<file path="config.mk">
export PLATFORM = sky130hd
export DESIGN_NAME = zs_l1_pipe
export DESIGN_NICKNAME = d
export VERILOG_FILES = /design/src/rtl/zs_l1_pipe.sv
export SDC_FILE = /design/constraint.sdc
export NUM_CORES = 2
export LEC_CHECK = 0
export BUFFER_PORTS_ARGS = -buffer_cell sky130_fd_sc_hd__buf_2
export CAP_MARGIN = 5
export CORE_AREA = 3 3 817 819
export CTS_CLUSTER_SIZE = 30
export DETAILED_ROUTE_END_ITERATION = 7
export DIE_AREA = 0 0 820 822
export PLACE_DENSITY = 0.4
export SLEW_MARGIN = 5
export SYNTH_ARGS = -nofsm -noshare
export SYNTH_HDL_FRONTEND = slang
export SYNTH_MEMORY_MAX_BITS = 65536
export SYNTH_SLANG_ARGS = --single-unit
</file>
<file path="constraint.sdc">
create_clock -name clk -period 8.8 [get_ports clk]
set_input_delay 0.88 -clock clk [delete_from_list [all_inputs] [get_ports clk]]
set_output_delay 0.88 -clock clk [all_outputs]
set_load 0.1 [all_outputs]
</file>
<file path="src/rtl/zs_l1_pipe.sv">
module zs_l1_pipe #(
  parameter int NCH       = 4,
  parameter int WORD_W    = 16,
  parameter int NBLK      = 16,
  parameter int BLK_DEPTH = 16
) (
  input  logic                  clk,
  input  logic                  rst_n,
  input  logic [NCH*WORD_W-1:0] hit_data,
  input  logic [NCH-1:0]        hit_valid,
  input  logic                  period_strobe,
  input  logic                  trig,
  input  logic [$clog2(NBLK)-1:0] trig_blk,
  output logic [WORD_W-1:0]     out_data,
  output logic                  out_valid
);
  localparam int BW = $clog2(NBLK);
  localparam int IW = $clog2(BLK_DEPTH);
  localparam int CW = IW + 1;
  localparam int PW = $clog2(NCH);
  localparam logic [CW-1:0] FULL = CW'(BLK_DEPTH);

  typedef enum logic [1:0] {S_IDLE, S_WAIT, S_READ} rd_st_t;

  logic [PW-1:0]     phase;
  logic [WORD_W-1:0] hold_d [NCH];
  logic [NCH-1:0]    hold_v;
  logic [BW-1:0]     wblk;
  logic [CW-1:0]     cnt [NBLK];
  logic [WORD_W-1:0] mem [NBLK*BLK_DEPTH];
  logic [CW-1:0]     cur_cnt;
  logic              wr_en;

  rd_st_t        st;
  logic [BW-1:0] rblk;
  logic [IW-1:0] ridx;
  logic          second;
  logic [CW-1:0] rcnt;
  logic          rlast;

  assign cur_cnt = cnt[wblk];
  assign wr_en   = hold_v[0] && (cur_cnt != FULL);
  assign rcnt    = cnt[rblk];
  assign rlast   = ({1'b0, ridx} + 1'b1) == rcnt;

  always_ff @(posedge clk) begin
    if (!rst_n) begin
      phase  <= '0;
      hold_v <= '0;
      for (int i = 0; i < NCH; i++) hold_d[i] <= '0;
    end else begin
      phase <= phase + 1'b1;
      if (phase == '0) begin
        hold_v <= hit_valid;
        for (int i = 0; i < NCH; i++) hold_d[i] <= hit_data[i*WORD_W +: WORD_W];
      end else begin
        hold_v <= hold_v >> 1;
        for (int i = 0; i < NCH - 1; i++) hold_d[i] <= hold_d[i+1];
        hold_d[NCH-1] <= '0;
      end
    end
  end

  always_ff @(posedge clk) begin
    if (!rst_n) begin
      wblk <= '0;
      for (int b = 0; b < NBLK; b++) cnt[b] <= '0;
    end else begin
      if (wr_en) cnt[wblk] <= cur_cnt + 1'b1;
      if (period_strobe) begin
        wblk <= wblk + 1'b1;
        cnt[BW'(wblk + 1'b1)] <= '0;
      end
    end
  end

  always_ff @(posedge clk) begin
    if (wr_en) mem[{wblk, cur_cnt[IW-1:0]}] <= hold_d[0];
  end

  always_ff @(posedge clk) begin
    if (!rst_n) begin
      st        <= S_IDLE;
      rblk      <= '0;
      ridx      <= '0;
      second    <= 1'b0;
      out_valid <= 1'b0;
      out_data  <= '0;
    end else begin
      out_valid <= 1'b0;
      case (st)
        S_IDLE: if (trig) begin
          rblk   <= trig_blk;
          second <= 1'b0;
          st     <= S_WAIT;
        end
        S_WAIT: if (rblk != wblk) begin
          ridx <= '0;
          if (rcnt != '0) st <= S_READ;
          else if (!second) begin
            second <= 1'b1;
            rblk   <= rblk + 1'b1;
          end else st <= S_IDLE;
        end
        S_READ: begin
          out_valid <= 1'b1;
          out_data  <= mem[{rblk, ridx}];
          if (rlast) begin
            if (!second) begin
              second <= 1'b1;
              rblk   <= rblk + 1'b1;
              st     <= S_WAIT;
            end else st <= S_IDLE;
          end else ridx <= ridx + 1'b1;
        end
        default: st <= S_IDLE;
      endcase
    end
  end

  AST_COUNT_LIMIT: assert property (@(posedge clk) disable iff (!rst_n)
    cur_cnt <= FULL);
  AST_EMPTY_SLOT: assert property (@(posedge clk) disable iff (!rst_n)
    (!hold_v[0] && !period_strobe) |=> (cur_cnt == $past(cur_cnt)));
  AST_STROBE_STEP: assert property (@(posedge clk) disable iff (!rst_n)
    period_strobe |=> (wblk == BW'($past(wblk) + 1'b1)));
  AST_STROBE_CLEAR: assert property (@(posedge clk) disable iff (!rst_n)
    period_strobe |=> (cur_cnt == '0));
  AST_NO_OPEN_READ: assert property (@(posedge clk) disable iff (!rst_n)
    (st == S_READ) |-> (rblk != wblk));
  AST_QUIET_IDLE: assert property (@(posedge clk) disable iff (!rst_n)
    (st == S_IDLE && $past(st) == S_IDLE) |-> !out_valid);
endmodule

</file>
==> qor.csv <==
metric,value,unit
outcome,"complete, no violations",
per-cell routed wire length,29.3,um
CP max stage delay,1.12,ns
final std cells w/o fill,16700,
CP max FO,19,
"Hold Violations, Final",0,
worst setup path class,flip-flop to flip-flop,
proportion of layout cells with a drive suffix above 1,32.8,%
Global Route Usage Sum,14.2,%
Place WS,3.71,ns
setup ws final,3.70,ns
Synth top area share,75.4,%
Worst path top cell family by delay,simple AND/OR/NAND/NOR gates,
Cell Rows,299,
Post-DP HPWL,287,mm
clock tree buffer depth,4,
syn_area_per_cell,23.6,sq um
WP data required,9.38,ns
Overflow after GRT,0,
CTS Root Cell,clkbuf_16,
Detailed Route Iter0 Violations,6600,
Worst setup SP type,flip-flop,
I/O pins,93,
Fmax achieved,0.196,GHz
Pwr Density,241,nW/um^2
crit path DAT,5.68,ns
Port Buffers,92,
number of global-route vias before repair,80000,
final setup fails,0,
synthesized area,165000,sq um
TritonCTS clock tree,built,
Nets,7650,
Worst Hold Class,primary input to flip-flop,
sequential share of the synthesized area,77.1,%
maximum vdd drop,0.172,mV
CTS Hold Bufs,0,
fillcell total,63800,
r2r worst-path depth,11,
Final Power,46.8,mW
initial antenna violation count,42,
Num CTS Buffers,472,
dpl cells,15800,
count of final max-slew check failures,0,
post-synth top area cell,edfxtp_1,
drt pass-1 iters,5,
Die ar.,674000,sq um
gp weighted congestion,0.780,
crit path buf inv count,2,
Vias,76400,
Sink Count,4286,
Worst Skew,0.0905,ns
area taken by multi-input logic gates,36800,sq um
Slew @ Worst Pin,1.42,ns
crit end category,flip-flop,
Max Cap Viol,0,
synth unique cells,60,
terminus of the critical flop-to-flop path,mem[82][14]$_DFFE_PP_,
post_cts resized,0,
register area,127000,sq um
Starting Density,25.0,%
ys flop type,edfxtp_1,
final wirelength,489,mm
Ys Warns,0,
core area,662000,sq um
worst-path cell chain,mux4_2 -> nand2_1 -> nand3_1 -> o21ai_0 -> buf_4 -> ha_1 -> inv_1 -> a211o_1 -> nand3b_1 -> or2_1 -> nor2_2,
worst hold start,hit_data[60],
flop2flop setup slack,3.70,ns
post-route setup TNS,0,ns
H-tree depth,5,
setup bufs post-CTS,0,
P&R area growth vs syn,17.3,%
Post-synth EDFFs,4144,
Async SR Flop Fraction,0,%
min Tclk post-route,5.10,ns
Synth area leaders,"edfxtp_1 (75%), mux4_2 (19%), dfxtp_1 (1.7%), nor2_1 (1.0%), mux2i_1 (0.76%)",
sink of the worst hold path,hold_d[3][12]$_SDFFE_PP0P_,
crit share post-route,57.9,%
Worst slew margin,4.50,%
hold path depth,2,
number of synthesized register bits,4286,
Die Ht,822,um
Post-Syn Instances,6994,
Die X,820,um
RSZ-0062 raised after global routing,false,
drt via density,4.58,
Clock transition at path regs,0.06,ns
first-pass GRT wire length,678,mm
Skew-Pair Late Insertion Delay,1.03,ns
largest net degree at the start of global routing,161,
P_leak,57.9,nW
# DRC,0,
"antenna viol nets, final",0,
"Slowest-stage cell, CP",nor2_2,
## metal layers
metal	global-route usage [%]	part of all wire, %	vias to the layer above
met5	0	0.012	-
met4	3.28	2.5	10
met3	2.27	5.2	596
met2	23.5	49	1966
met1	19.7	44	42800
li1	-	-	31000
## cell usage after synthesis, types with 11 or more instances
cell and number:
a22oi_1 18, ha_1 17, edfxtp_1 4144, a211oi_1 18
dfxtp_1 142, a21oi_1 17, inv_1 13, buf_1 121
mux2i_1 126, mux4_2 1379, nor2_1 449, and3_1 18
buf_2 32, nand2_1 54, o21ai_0 18, nand4_1 11
clkbuf_1 248, o211ai_1 18, nor3_1 29
## worst register-to-register path, stage by stage (launching register included)
cell and delay, ns:
dfxtp_1 0.91, mux4_2 0.36, nand2_1 0.09, nand3_1 0.13, o21ai_0 0.13, buf_4 0.24, ha_1 0.31, inv_1 0.10
a211o_1 0.32, nand3b_1 0.26, or2_1 0.68, nor2_2 1.13
## cells in the final DEF, fill, tap and decap left out, drive strengths merged, types with 7 or more instances in the layout
master,instances
a211oi,18
a21oi,17
a22oi,18
and3,18
buf,449
bufinv,38
clkbuf,572
clkinv,245
clkinvlp,10
conb,48
dfxtp,142
diode,16
edfxtp,4144
ha,17
inv,26
mux2i,126
mux4,1379
nand2,54
nand2b,9
nand3,7
nand4,11
nor2,449
nor2b,7
nor3,29
o211ai,18
o21ai,19
or2,11
xnor2,9
xor2,7
## where the power goes
| part | internal, mW | switching [mW] |
|---|---|---|
| clock | 11.0 | 8.31 |
| combinational | 1.76 | 2.84 |
| sequential | 22.6 | 0.220 |
## cells by family after synthesis
logic type      Yosys count  share of synthesized area (%)
simple gates            616                           1.56
compound gates          123                          0.528
xor+xnor                 16                         0.0849
fa+ha+maj                17                          0.129
flops                  4286                           77.1
buf+inv                 425                           1.01
other cells               1                        0.00227
mux                    1510                           19.6
## worst max-delay path by stage
| stage | end | slack (ns) | cells past startpoint |
|---|---|---|---|
| CTS | mem[254][12]$_DFFE_PP_ | 3.72 | 11 |
| finish | mem[82][14]$_DFFE_PP_ | 3.70 | 11 |
| floorplan | mem[208][0]$_DFFE_PP_ | 4.67 | 16 |
| global placement | mem[254][8]$_DFFE_PP_ | 3.72 | 11 |
| detailed placement | mem[254][8]$_DFFE_PP_ | 3.71 | 11 |
| global route | mem[82][14]$_DFFE_PP_ | 3.47 | 11 |
## layout make-up
type / instances / share of cell area [%]
antenna: 16 / 0.0207
clock buffer: 572 / 6.34
clock inverter: 301 / 1.49
inverter: 18 / 0.0387
multi-input combinational: 2330 / 19.0
sequential: 4286 / 65.7
tap: 8729 / 5.64
timing repair buffer: 449 / 1.81
## through the flow
stage	area [sq um]	utilization [%]	hold WS (ns)
floorplan	165000	-	0.386
global placement	179000	27.0	0.396
detailed placement	179000	27.0	0.408
CTS	194000	29.3	0.000968
global route	194000	29.3	0.0353
finish	194000	29.3	0.122
## sequential cells by signal, indices dropped and copies added (netlist names), 2 cells and up, named ones only
register and count:
mem 4096, hold_v 4, cnt 80, out_data 16
st 2, hold_d 64, ridx 4, wblk 4
phase 2, rblk 4
Power figures use the tool's default switching activity.
